[config.mk]
export PLATFORM = sky130hd
export DESIGN_NAME = asid_tlb
export DESIGN_NICKNAME = d
export VERILOG_FILES = /design/src/rtl/asid_tlb.sv
export SDC_FILE = /design/constraint.sdc
export NUM_CORES = 1
export LEC_CHECK = 0
export BUFFER_PORTS_ARGS = -buffer_cell sky130_fd_sc_hd__buf_2
export CAP_MARGIN = 20
export CORE_ASPECT_RATIO = 1.4
export CORE_MARGIN = 2
export CORE_UTILIZATION = 47
export CTS_CLUSTER_DIAMETER = 150
export CTS_CLUSTER_SIZE = 30
export DETAILED_ROUTE_END_ITERATION = 12
export GPL_ROUTABILITY_DRIVEN = 1
export PLACE_DENSITY_LB_ADDON = 0.2
export SYNTH_ARGS = -nofsm -noshare
export SYNTH_HDL_FRONTEND = slang
export SYNTH_SLANG_ARGS = --single-unit
[constraint.sdc]
create_clock -name clk -period 19.3 [get_ports clk]
set_input_delay 1.93 -clock clk [delete_from_list [all_inputs] [get_ports clk]]
set_output_delay 1.93 -clock clk [all_outputs]
set_load 0.02 [all_outputs]
[src/rtl/asid_tlb.sv]
`timescale 1ns/1ps
module asid_tlb #(
  parameter int NUM_LINES = 8,
  parameter int PFN_W     = 20
) (
  input  logic             clk,
  input  logic             rst_n,
  input  logic             lk_valid,
  input  logic [6:0]       lk_asid,
  input  logic [31:0]      lk_va,
  output logic             lk_hit,
  output logic [PFN_W-1:0] lk_pfn,
  output logic [2:0]       lk_perm,
  input  logic             fill_valid,
  input  logic [6:0]       fill_asid,
  input  logic [19:0]      fill_vpn,
  input  logic [PFN_W-1:0] fill_pfn,
  input  logic [2:0]       fill_perm,
  input  logic             reg_we,
  input  logic             reg_addr,
  input  logic [31:0]      reg_wdata
);
  localparam int IDX_W = (NUM_LINES > 1) ? $clog2(NUM_LINES) : 1;
  localparam int CNT_W = $clog2(NUM_LINES + 1);

  logic [NUM_LINES-1:0] vld;
  logic [6:0]           e_asid [NUM_LINES];
  logic [19:0]          e_vpn  [NUM_LINES];
  logic [PFN_W-1:0]     e_pfn  [NUM_LINES];
  logic [2:0]           e_perm [NUM_LINES];
  logic [CNT_W-1:0]     active;
  logic [IDX_W-1:0]     ptr;

  logic [NUM_LINES-1:0] lk_match, fill_same, kill;
  logic [IDX_W-1:0]     same_idx, victim;
  logic                 flush, fill_kill, fill_ok, has_same;
  logic [PFN_W-1:0]     sel_pfn;
  logic [2:0]           sel_perm;

  wire unused_bits = &{reg_wdata[23:20], lk_va[11:0]};

  function automatic logic cmd_hit(logic [31:0] c, logic [6:0] a, logic [19:0] v);
    logic addr_ok;
    case (c[1:0])
      2'd0:    addr_ok = 1'b1;
      2'd2:    addr_ok = (v[19:10] == c[19:10]);
      2'd3:    addr_ok = (v[19:2] == c[19:2]);
      default: addr_ok = 1'b0;
    endcase
    return addr_ok && (!c[31] || a == c[30:24]);
  endfunction

  assign flush     = reg_we && reg_addr;
  assign fill_kill = flush && cmd_hit(reg_wdata, fill_asid, fill_vpn);
  assign fill_ok   = fill_valid && (active != '0) && !fill_kill;
  assign has_same  = |fill_same;

  for (genvar i = 0; i < NUM_LINES; i++) begin : g_line
    wire on = vld[i] && (CNT_W'(i) < active);
    assign lk_match[i]  = on && e_asid[i] == lk_asid && e_vpn[i] == lk_va[31:12];
    assign fill_same[i] = on && e_asid[i] == fill_asid && e_vpn[i] == fill_vpn;
    assign kill[i]      = flush && cmd_hit(reg_wdata, e_asid[i], e_vpn[i]);
  end

  always_comb begin
    same_idx = '0;
    sel_pfn  = '0;
    sel_perm = '0;
    for (int i = NUM_LINES - 1; i >= 0; i--) begin
      if (fill_same[i]) same_idx = IDX_W'(i);
      if (lk_match[i]) begin
        sel_pfn  = sel_pfn  | e_pfn[i];
        sel_perm = sel_perm | e_perm[i];
      end
    end
  end

  assign victim = has_same ? same_idx : ((CNT_W'(ptr) < active) ? ptr : '0);

  always_ff @(posedge clk) begin
    if (!rst_n) begin
      vld     <= '0;
      active  <= CNT_W'(NUM_LINES);
      ptr     <= '0;
      lk_hit  <= 1'b0;
      lk_pfn  <= '0;
      lk_perm <= '0;
    end else begin
      lk_hit  <= lk_valid && |lk_match;
      lk_pfn  <= lk_valid ? sel_pfn  : '0;
      lk_perm <= lk_valid ? sel_perm : '0;
      if (reg_we && !reg_addr)
        active <= (int'(reg_wdata[7:0]) > NUM_LINES) ? CNT_W'(NUM_LINES)
                                                      : CNT_W'(reg_wdata[7:0]);
      for (int i = 0; i < NUM_LINES; i++)
        if (kill[i]) vld[i] <= 1'b0;
      if (fill_ok) begin
        vld[victim]    <= 1'b1;
        e_asid[victim] <= fill_asid;
        e_vpn[victim]  <= fill_vpn;
        e_pfn[victim]  <= fill_pfn;
        e_perm[victim] <= fill_perm;
        if (!has_same)
          ptr <= (CNT_W'(victim) + CNT_W'(1) >= active) ? '0 : victim + IDX_W'(1);
      end
    end
  end
endmodule


==> impl_metrics.py <==
metrics = {
    "pwr": {
        "max-vdd-ir-drop_mv": 0.07315,
        "power_w": 0.001731,
        "power.leakage_nw": 7.380,
        "p_per_area_mw_per_mm2": 71.92,
    },
    "worst_setup_path": {
        "endpoint": "ptr[1]",
        "cp_slowest_cell": "nor4_1",
        "crit_chain": "buf_2 > xor2_1 > nor4_1 > nand4_1 > nor4_1 > and4b_4 > nand2_1 > o21ba_1 > inv_6 > ha_1 > ha_1 > a21o_1 > a21o_1 > a21oi_1 > nand2_1 > or2_2 > a21boi_0",
        "path_buf_inv": 2,
        "cp_max_fo": 17,
        "cp_top_family": "simple AND/OR/NAND/NOR gates",
        "end_kind": "flop",
        "r2r_end": "ptr[1]",
        "rrSetupSlack_ns": 14.23,
        "worstSetupStartpoint": "fill_asid[5]",
        "cp.arrival_ns": 6.77,
        "cp.required_ns": 19.81,
        "reg2reg_from": "e_asid[1][4]",
        "path_depth": 17,
        "critPathMaxStageDelay_ns": 0.89,
        "setup.worst_path.class": "in2reg",
        "cp-start-kind": "primary input",
        "rr_worst_depth": 16,
    },
    "clocking": {
        "clk_latency_ns": 0.57,
        "cts_buffers": 18,
        "postCtsSetupBuffers": 0,
        "cts.sinks": 439,
        "cts-root-buf": "clkbuf_16",
        "hold_buffers": 0,
        "cts_repair_resize_count": 0,
        "clk_pin_slew_ns": 0.13,
        "clock_path_buffers": 3,
        "cts_tree": "yes",
        "htree_levels": 1,
    },
    "flow_run": {
        "drv_cap": 0,
    },
    "detailed_routing": {
        "drt-total-wl_um": 80680,
        "routedWlPerCell_um": 33.70,
        "ant_nets": 0,
        "drt-pass1-iter-count": 5,
        "drtIter0Drc": 1277,
        "drcViolationCount": 0,
        "vias_per_cell": 6.125,
        "vias": 14664,
    },
    "die": {
        "start_util_pct": 47.69,
        "die_y_um": 262.5,
        "num_io_pins": 151,
        "die_width_um": 188.6,
        "fp-row-count": 94,
        "core_mm2": 0.04705,
        "dieArea_mm2": 0.04952,
    },
    "synth": {
        "ys_seq_area_share_pct": 57.02,
        "synth_cell_types": 59,
        "syn_avg_cell_area_um2": 13.34,
        "synth-main-ff-cell": "edfxtp_1",
        "ys_async_sr_fraction_pct": 0,
        "synthesis.area_mm2": 0.02243,
        "yosysWarningCount": 0,
        "syn_inst": 1682,
        "synth_seq_cells": 439,
        "syn_nets": 1816,
        "synth-edff-count": 400,
    },
    "status": {
        "outcome": "finished clean",
    },
    "sta": {
        "fmax_mhz": 159.6,
        "drv_slew": 0,
        "tightest_slew_ns": 1.011,
        "rsz0062_at_grt": "no",
        "timing.final.crit_share_pct": 32.47,
        "finalSetupTns_ns": 0,
        "hold_violations": 0,
        "period_minus_slack_ns": 6.267,
        "setup_violations": 0,
        "skew_ns": 0.03355,
        "slew_headroom_pct": 32.01,
    },
    "cells_and_area": {
        "final_cell_mix": "xnor2_1 (426), edfxtp_1 (400), xor2_1 (231)",
        "final_common_cell": "xnor2_1",
        "layout-drive-gt1-share_pct": 12.21,
        "syn2layout_area_growth_pct": 7.289,
        "nets": 1891,
    },
    "global_routing": {
        "grt_max_degree": 51,
        "grt_antenna_before_repair": 4,
        "grt_usage_pct": 32.28,
        "grt_pass1_vias": 14996,
        "grt.overflow.total": 0,
        "grt_pass1_wl_um": 112000,
    },
    "worst_hold_path": {
        "hold_path_class": "reg2reg",
        "min_from": "vld[1]",
        "whs_path_depth": 2,
    },
    "placement": {
        "io_buffer_count": 134,
        "gp_congestion": 1.018,
        "dpl.hpwl_um": 56030,
    },
}
[cells in the mapped netlist (all sizes together), types with 5 or more instances]
cell type	count	share of area [%]
xnor2	426	17
edfxtp	400	54
xor2	232	9.1
nand4	113	3.2
buf	86	2.5
nor4	75	2.3
dfxtp	39	3.5
a22oi	36	1.2
nand2	36	0.61
a221oi	30	1.2
a31oi	23	0.64
clkbuf	23	0.38
a22o	22	0.86
nor3	20	0.45
nand3	19	0.42
o21ai	11	0.25
a21oi	9	0.20
o32ai	8	0.51
ha	7	0.39
nor2	7	0.12
a222oi	6	0.27
inv	6	0.15
a21boi	5	0.17
and3	5	0.15
or4	5	0.17
[metrics by stage]
step	hold WS [ns]	utilization [%]	worst slack [ns]	std cells	cell area, um^2
finish	0.5109	51.16	13.03	2394	24070
floorplan	0.4483	-	11.71	1682	22430
CTS	0.5047	51.15	13.11	2392	24060
detailed placement	0.4877	50.01	12.52	2360	23530
global route	0.5165	51.16	12.83	2394	24070
global placement	0.4728	50.01	12.58	2360	23530
[report_power, final]
part           internal (W)  leakage [nW]  switching [W]
combinational     0.0000620          3.20       0.000130
clock              0.000189         0.255       0.000293
sequential          0.00105          3.92     0.00000999
total               0.00130          7.38       0.000433
[sequential cells by signal (all words and copies together) (netlist names)]
signal	cells
lk_pfn	20
e_pfn	160
lk_perm	3
active	4
e_asid	56
vld	8
e_vpn	160
e_perm	24
lk_hit	1
ptr	3
[worst reg2reg max path: cells and delay by family, from the launching register on]
family,cells,cell delay (ns)
xor gates and xnor gates,1,0.22
adders and majority gates,2,0.65
DFF,1,0.57
and+or+nand+nor,7,2.14
AOI/OAI and AO/OA,5,1.29
buffers and inverters,1,0.15
[cell type report]
cell class | count | area [um^2]
Fill cell | 4126 | 22980
Sequential cell | 439 | 12790
Multi-Input combinational cell | 1128 | 9031
Timing Repair Buffer | 164 | 893.4
Tap cell | 624 | 780.7
Clock buffer | 31 | 520.5
Inverter | 6 | 32.53
Clock inverter | 1 | 16.27
Antenna cell | 1 | 2.502
[cells by family (layout without fill, tap and decap cells)]
logic type	count (synthesis)	in the layout	share of synthesized area, %
compound gates	167	167	5.912
other cells	0	1	0
buf+inv	115	202	3.034
simple gates	296	296	7.920
fa+ha+maj	7	7	0.3904
flops	439	439	57.02
xor+xnor	658	658	25.72
[metal layers]
| metal | global-route usage, % | wire length (um) | vias to the layer above |
|---|---|---|---|
| met5 | 0 | 25 | - |
| met4 | 25.51 | 7646 | 4 |
| met3 | 3.566 | 4650 | 245 |
| met2 | 54.76 | 39670 | 690 |
| met1 | 37.02 | 28680 | 7407 |
| li1 | - | - | 6318 |
[worst min path at each step]
stage	endpoint	slack (ns)
6_report	vld[1]	0.51
5_1_grt	vld[3]	0.52
4_1_cts	vld[7]	0.50
3_5_place_dp	vld[7]	0.49
3_3_place_gp	vld[3]	0.47
2_1_floorplan	vld[3]	0.45
No activity file was read; power rests on OpenSTA's default activity.
